**src/rtl/tsc_pkg.sv**
```systemverilog
package tsc_pkg;
    typedef enum logic [1:0] {
        TM_SOFT    = 2'd0,
        TM_RISE    = 2'd1,
        TM_FALL    = 2'd2,
        TM_BOTH    = 2'd3
    } trig_mode_t;

    typedef enum logic {
        ST_IDLE = 1'b0,
        ST_RUN  = 1'b1
    } run_state_t;
endpackage

```
**src/rtl/tsc_sync.sv**
```systemverilog
module tsc_sync #(
    parameter int WIDTH = 8
) (
    input  logic             clk,
    input  logic             rst_n,
    input  logic [WIDTH-1:0] async_in,
    output logic [WIDTH-1:0] sync_out
);
    for (genvar g = 0; g < WIDTH; g++) begin : g_bit
        logic meta_q, stab_q;
        always_ff @(posedge clk or negedge rst_n) begin
            if (!rst_n) begin
                meta_q <= 1'b0;
                stab_q <= 1'b0;
            end else begin
                meta_q <= async_in[g];
                stab_q <= meta_q;
            end
        end
        assign sync_out[g] = stab_q;
    end
endmodule

```
**src/rtl/tsc_filter.sv**
```systemverilog
module tsc_filter #(
    parameter int CODE_W = 2,
    localparam int MAX_N = 1 << ((1 << CODE_W) - 1),
    localparam int CNT_W = $clog2(MAX_N) + 1
) (
    input  logic              clk,
    input  logic              rst_n,
    input  logic [CODE_W-1:0] code,
    input  logic              sample,
    output logic              level
);
    logic [CNT_W-1:0] cnt_q;
    logic [CNT_W-1:0] need;
    logic [CNT_W-1:0] cnt_inc;

    assign need    = CNT_W'(1) << code;
    assign cnt_inc = cnt_q + CNT_W'(1);

    always_ff @(posedge clk or negedge rst_n) begin
        if (!rst_n) begin
            cnt_q <= '0;
            level <= 1'b0;
        end else if (sample != level) begin
            if (cnt_inc >= need) begin
                level <= sample;
                cnt_q <= '0;
            end else begin
                cnt_q <= cnt_inc;
            end
        end else begin
            cnt_q <= '0;
        end
    end


    filt_accept_chk: assert property (@(posedge clk) disable iff (!rst_n)
        (level != $past(level)) |-> ($past(sample) == level));
endmodule

```
**src/rtl/tsc_edge.sv**
```systemverilog
module tsc_edge
    import tsc_pkg::*;
(
    input  logic       clk,
    input  logic       rst_n,
    input  logic       level,
    input  trig_mode_t mode,
    output logic       hw_event
);
    logic prev_q;
    logic rise, fall;

    always_ff @(posedge clk or negedge rst_n) begin
        if (!rst_n) prev_q <= 1'b0;
        else        prev_q <= level;
    end

    assign rise = level & ~prev_q;
    assign fall = ~level & prev_q;

    always_comb begin
        unique case (mode)
            TM_SOFT: hw_event = 1'b0;
            TM_RISE: hw_event = rise;
            TM_FALL: hw_event = fall;
            TM_BOTH: hw_event = rise | fall;
        endcase
    end
endmodule

```
**src/rtl/trig_start_ctrl.sv**
```systemverilog
module trig_start_ctrl
    import tsc_pkg::*;
#(
    parameter int N_TRIG = 8,
    parameter int FILT_W = 2,
    localparam int SEL_W = $clog2(N_TRIG)
) (
    input  logic              clk,
    input  logic              rst_n,
    input  logic [N_TRIG-1:0] trig_in,
    input  logic [SEL_W-1:0]  trig_sel,
    input  logic [1:0]        trig_mode,
    input  logic [FILT_W-1:0] filt_code,
    input  logic              timeout_en,
    input  logic              sw_start,
    input  logic              stop,
    output logic              start_pulse,
    output logic              cnt_rst_pulse,
    output logic              running
);
    logic [N_TRIG-1:0] trig_sync;
    logic              sel_raw;
    logic              filt_lvl;
    logic              hw_event;
    logic              event_any;
    trig_mode_t        mode;
    run_state_t        state_q, state_d;
    logic              start_d, rst_d;

    assign mode = trig_mode_t'(trig_mode);

    tsc_sync #(.WIDTH(N_TRIG)) u_sync (
        .clk(clk), .rst_n(rst_n), .async_in(trig_in), .sync_out(trig_sync)
    );

    assign sel_raw = trig_sync[trig_sel];

    tsc_filter #(.CODE_W(FILT_W)) u_filt (
        .clk(clk), .rst_n(rst_n), .code(filt_code),
        .sample(sel_raw), .level(filt_lvl)
    );

    tsc_edge u_edge (
        .clk(clk), .rst_n(rst_n), .level(filt_lvl),
        .mode(mode), .hw_event(hw_event)
    );

    assign event_any = (mode == TM_SOFT) ? sw_start : hw_event;

    always_comb begin
        state_d = state_q;
        start_d = 1'b0;
        rst_d   = 1'b0;
        unique case (state_q)
            ST_IDLE: begin
                if (!stop && event_any) begin
                    state_d = ST_RUN;
                    start_d = 1'b1;
                    rst_d   = 1'b1;
                end
            end
            ST_RUN: begin
                if (stop) begin
                    state_d = ST_IDLE;
                end else if (event_any && timeout_en) begin
                    rst_d = 1'b1;
                end
            end
        endcase
    end

    always_ff @(posedge clk or negedge rst_n) begin
        if (!rst_n) state_q <= ST_IDLE;
        else        state_q <= state_d;
    end

    always_ff @(posedge clk or negedge rst_n) begin
        if (!rst_n) begin
            start_pulse   <= 1'b0;
            cnt_rst_pulse <= 1'b0;
        end else begin
            start_pulse   <= start_d;
            cnt_rst_pulse <= rst_d;
        end
    end

    assign running = (state_q == ST_RUN);


    start_has_rst_chk: assert property (@(posedge clk) disable iff (!rst_n)
        start_pulse |-> cnt_rst_pulse);

    start_sets_run_chk: assert property (@(posedge clk) disable iff (!rst_n)
        start_pulse |-> (running && !$past(running)));

    restart_needs_to_chk: assert property (@(posedge clk) disable iff (!rst_n)
        (cnt_rst_pulse && !start_pulse) |-> ($past(timeout_en) && $past(running)));

    stop_clears_chk: assert property (@(posedge clk) disable iff (!rst_n)
        $fell(running) |-> $past(stop));

    stop_blocks_chk: assert property (@(posedge clk) disable iff (!rst_n)
        stop |=> !start_pulse);
endmodule

```
**config.mk**
```make
export PLATFORM = sky130hd
export DESIGN_NAME = trig_start_ctrl
export DESIGN_NICKNAME = d
export VERILOG_FILES = /design/src/rtl/tsc_pkg.sv /design/src/rtl/tsc_sync.sv /design/src/rtl/tsc_filter.sv /design/src/rtl/tsc_edge.sv /design/src/rtl/trig_start_ctrl.sv
export SDC_FILE = /design/constraint.sdc
export NUM_CORES = 1
export LEC_CHECK = 0
export ABC_AREA = 1
export ABC_CLOCK_PERIOD_IN_PS = 1830
export BUFFER_PORTS_ARGS = -buffer_cell sky130_fd_sc_hd__buf_2
export CORE_ASPECT_RATIO = 0.7
export CORE_MARGIN = 2
export CORE_UTILIZATION = 51
export CTS_CLUSTER_DIAMETER = 60
export DETAILED_ROUTE_END_ITERATION = 10
export GPL_TIMING_DRIVEN = 0
export PLACE_DENSITY = 0.76
export SLEW_MARGIN = 20
export SYNTH_ARGS = -nofsm -noshare
export SYNTH_HDL_FRONTEND = slang
export SYNTH_SLANG_ARGS = --single-unit
```
**constraint.sdc**
```tcl
create_clock -name clk -period 1.83 [get_ports clk]
set_clock_uncertainty 0.1 [all_clocks]
set_input_delay 0.4575 -clock clk [delete_from_list [all_inputs] [get_ports clk]]
set_output_delay 0.4575 -clock clk [all_outputs]
set_load 0.01 [all_outputs]
```
* Word level (Yosys, flattened, before mapping) *
Cells that the tools add are included.

cells by class
  add/subtract/negate cells = 1
  $lt $le $gt $ge = 2
  eq/ne operators = 4
  shift operators = 1
  mux-type cells = 13
  bitwise operators = 6
  reductions and logical operators = 5

operators by type and width
  cell                                                                          count
  4-bit two-way mux                                                             2
  1-bit two-way mux                                                             7
  4-bit by 1-bit adder with 4-bit output, second input constant                 1
  2-bit equality test, second input constant                                    2
  4-bit >= comparator                                                           1
  3-bit by 4-bit less-than comparator with 1-bit output, second input constant  1
  1-bit one-hot mux with 2 select lines                                         2
  1-bit by 2-bit << shifter with 4-bit output, first input constant             1
  1-bit binary-select mux with 3-bit select                                     1
  1-bit NOT                                                                     3
  1-bit one-hot mux with 3 select lines                                         1
  1-bit bitwise AND                                                             2
  2-bit by 1-bit equality test with 1-bit output, second input constant         1
  1-bit logical AND                                                             2
  2-bit zero test                                                               1
  2-bit AND reduction                                                           1
  1-bit zero test                                                               1
  1-bit inequality test                                                         1
  1-bit OR                                                                      1

storage, ports and cells
  register bits after elaboration = 25
  input port bits = 20
  output and inout bits = 3
  logic and storage cells = 54

* Longest topological paths before layout *
  depth after elaboration = 9
  mapped depth = 9
  mapped depth without buffers = 9

* Hierarchy *
Synthesis repeated with hierarchy kept, for this count alone.

unflattened totals
  cells, all modules = 123
  area total of the unflattened synthesis = 1149.9 µm²

by module, submodules not included
  module           instances  cells each  area an instance (µm²)  sequential area each (µm²)
  tsc_sync         1          24          460.4                   400.4
  tsc_filter       1          46          367.9                   125.1
  trig_start_ctrl  1          41          232.7                   75.1
  tsc_edge         1          12          88.8                    25.0

* Worst setup path after synthesis *
OpenSTA, ideal clock, no wires.

  path kind = register to register
  from = register u_filt.cnt_q[0]
  to = register u_filt.level
  setup time = 77 ps
  arrival time = 1507 ps
  required time = 1653 ps
  path slack = 146 ps
  cell stages (with the launch flop) = 9
  path buffers = 0
  clock period less this slack = 1684 ps
  path through = dfrtp_1 -> ha_1 -> ha_1 -> inv_1 -> o21bai_1 -> nand3_1 -> nand3_1 -> nor2_1 -> a21oi_1

on the way
  longest elaborated chain between the ends = 3

ends and longest elaborated chain
  item                                    line              source
  start: declaration                      tsc_filter.sv:12  logic [CNT_W-1:0] cnt_q;
  start signal: assignment                tsc_filter.sv:28  cnt_q <= cnt_inc;
  4-bit by 1-bit adder with 4-bit output  tsc_filter.sv:17  assign cnt_inc = cnt_q + CNT_W'(1);
  4-bit >= comparator                     tsc_filter.sv:24  if (cnt_inc >= need) begin
  2-bit AND reduction (no line)           -
  end signal: assignment                  tsc_filter.sv:25  level <= sample;
  end: declaration                        tsc_filter.sv:10  output logic level

Every way passes these cells.
A chain may end at the register's enable or synchronous reset.

* Final worst setup path *
Ends and elaborated chain as after synthesis.

==> results.json <==
{
  "grt_pass1_vias": 729,
  "drt_iter0_drc": 8,
  "synth-async-reset-ratio_pct": 100,
  "tns_ps": 0,
  "antenna_cells": 0,
  "finalNetCount": 159,
  "clockRootBuffer": "clkbuf_4",
  "drive_above_1_share_pct": 40.5,
  "ant_nets": 0,
  "clock_path_buffers": 2,
  "cp_max_fo": 5,
  "ir_drop_v": 0.000787,
  "clk_pin_slew_ps": 130,
  "cp-start-kind": "flip-flop",
  "h-tree-depth": 1,
  "dp_hpwl_um": 1290,
  "crit_required_ps": 1990,
  "grt.overflow.total": 0,
  "ys_seq_area_share_pct": 59.5,
  "synthTopCellsByArea": "dfrtp_1 59%, ha_1 8.3%, inv_1 4.6%",
  "insertion_delay_ps": 320,
  "core_area_mm2": 0.00190,
  "die_area_mm2": 0.00245,
  "synth_top_cell_by_area": "dfrtp_1",
  "leakagePower_nw": 0.709,
  "ys_ff_latch": 25,
  "fp.dieW_um": 58.3,
  "synth_nets": 128,
  "power_mw": 1.47,
  "clock.fmax_mhz": 559,
  "detail_route.wl_per_cell_um": 12.1,
  "cts_made_buffers": 3,
  "grt_antenna_before_repair": 0,
  "power.density_mw_per_mm2": 1080,
  "cts_tree": "yes",
  "port_buffers": 22,
  "endpoint_kind": "flip-flop",
  "grt_pass1_wl_um": 2960,
  "criticalPathCategory": "reg2reg",
  "drc": 0,
  "yosys.area.top_type_share_pct": 59.5,
  "dr_total_vias": 724,
  "cts_sinks": 25,
  "setup_slack_ps": 39.5,
  "rows": 13,
  "vias_per_cell": 4.73,
  "worst_slew_pin_slew_ps": 522,
  "synth_ff_type": "dfrtp_1",
  "period_share_pct": 97.8,
  "initial_core_util_pct": 55.3,
  "wl_um": 1850,
  "track_usage_pct": 16.6,
  "synthToLayoutAreaGrowth_pct": 29.8,
  "post-route-util_pct": 71.8,
  "worstPathArrival_ps": 1950,
  "synth_edf_count": 0,
  "ys_types": 20,
  "outcome": "finished, final reports clean",
  "grt_max_degree": 26,
  "synthCells": 101,
  "pre_cts_ws_ps": -53.0,
  "hold_viol": 0,
  "relSlewSlack_pct": 65.2,
  "synth_area_mm2": 0.00105,
  "min_path_type": "in2reg",
  "maxCapViolations": 0,
  "yosysMostFrequentCell": "dfrtp_1",
  "io_pins": 23,
  "rsz0062_at_grt": "true",
  "die_y_um": 42.0,
  "first_pass_iters": 4,
  "report.final.setup_viol": 0,
  "avgSynthCellArea_um2": 10.4,
  "drv_slew": 0,
  "synth_common_cells": "25 x dfrtp_1, 13 x inv_1, 12 x nand2_1",
  "gp_congestion": 0.813,
  "synth_warnings": 0,
  "layout_min_cycle_time_ps": 1790,
  "n_fill_cell": 134
}
power by group:
part / switching [mW] / internal, mW / total [mW]
Sequential: 0.0622 / 0.625 / 0.688
Clock: 0.167 / 0.0892 / 0.256
Combinational: 0.280 / 0.250 / 0.530
Total: 0.510 / 0.965 / 1.47
stage by stage:
step | hold WS (ps) | instances | area, um2
after floorplan | 61.9 | 101 | 1050
after CTS | 113 | 151 | 1260
after global placement | 232 | 145 | 1190
final | 124 | 153 | 1370
after detailed placement | 238 | 145 | 1190
after global routing | 91.5 | 153 | 1370
cell type report:
type	instances	area (um2)	area share, %
Tap cell	22	27.5	2.01
Clock buffer	3	22.5	1.65
Sequential cell	25	628	46.0
Inverter	20	75.1	5.49
Clock inverter	1	8.76	0.641
Timing Repair Buffer	26	146	10.7
Multi-Input combinational cell	56	458	33.5
critical path, cell delays in order (launching register included):
cell and delay (ps):
dfrtp_2 460, ha_4 260, ha_4 270, inv_2 30
o21bai_1 170, nand3_2 160, nand3_2 120, nor2_1 40
a21oi_1 110
worst paths after layout:
kind | start | to | slack (ps) | cells past startpoint
max | u_filt.cnt_q[0] | u_filt.level | 40 | 8
min | trig_in[2] | u_sync.g_bit[2].meta_q | 120 | 1
max reg2reg | u_filt.cnt_q[0] | u_filt.level | 40 | 8
min reg2reg | u_sync.g_bit[7].meta_q | u_sync.g_bit[7].stab_q | 260 | 0
max in group asynchronous | rst_n | u_filt.cnt_q[2] | 730 | 2
min in group asynchronous | rst_n | u_sync.g_bit[2].meta_q | 530 | 2
cell usage in the layout (no fill, tap or decap):
| cell type | n |
|---|---|
| o21bai_1 | 1 |
| nand3_1 | 5 |
| buf_2 | 22 |
| dfrtp_2 | 2 |
| nand3_4 | 1 |
| nand4_1 | 5 |
| xor2_4 | 1 |
| a21oi_1 | 2 |
| buf_4 | 2 |
| or2_1 | 1 |
| buf_6 | 1 |
| ha_4 | 4 |
| inv_2 | 6 |
| nor2_1 | 9 |
| inv_6 | 1 |
| ha_1 | 3 |
| nand2_1 | 12 |
| nand3_2 | 4 |
| dlygate4sd3_1 | 1 |
| xnor2_2 | 1 |
| o211ai_1 | 1 |
| o21ai_1 | 1 |
| dfrtp_1 | 23 |
| clkinv_1 | 2 |
| a21oi_4 | 1 |
| inv_1 | 12 |
| clkbuf_4 | 3 |
| o31ai_2 | 1 |
| nand2_2 | 3 |
registers in the layout, indices dropped and copies added (netlist names):
signal and cells:
u_sync.g_bit.meta_q 8, u_sync.g_bit.stab_q 8, u_filt.level 1, cnt_rst_pulse 1, start_pulse 1, u_filt.cnt_q 4
u_edge.prev_q 1, running 1
routing by layer:
metal	wire length (um)	GRT usage, %	part of all wire [%]	vias to the layer above
li1	-	-	-	376
met3	90	7.41	4.9	6
met1	760	19.2	41	325
met5	0	0	0	-
met2	958	25.6	52	17
met4	36	8.84	2.0	0
logic make-up (layout without fill, tap and decap cells):
logic type	after synthesis	count (layout)	share of synthesized area [%]
buffers and inverters	20	50	7.14
adder cells (fa/ha/maj)	7	7	8.32
AND/OR/NAND/NOR	40	40	18.5
AO/OA/AOI/OAI	7	7	4.88
flip-flops	25	25	59.5
XOR/XNOR	2	2	1.66
what timing repair did:
action                                  4_1_cts  5_1_grt
endpoints found under the hold margin        25        0
pin swaps                                     3        9
buffers inserted                              1        2
gates resized for setup                       3       13
hold buffers                                  1        0
endpoints found under the setup margin        1        5
Note: power is estimated with default switching activity, not from simulation.
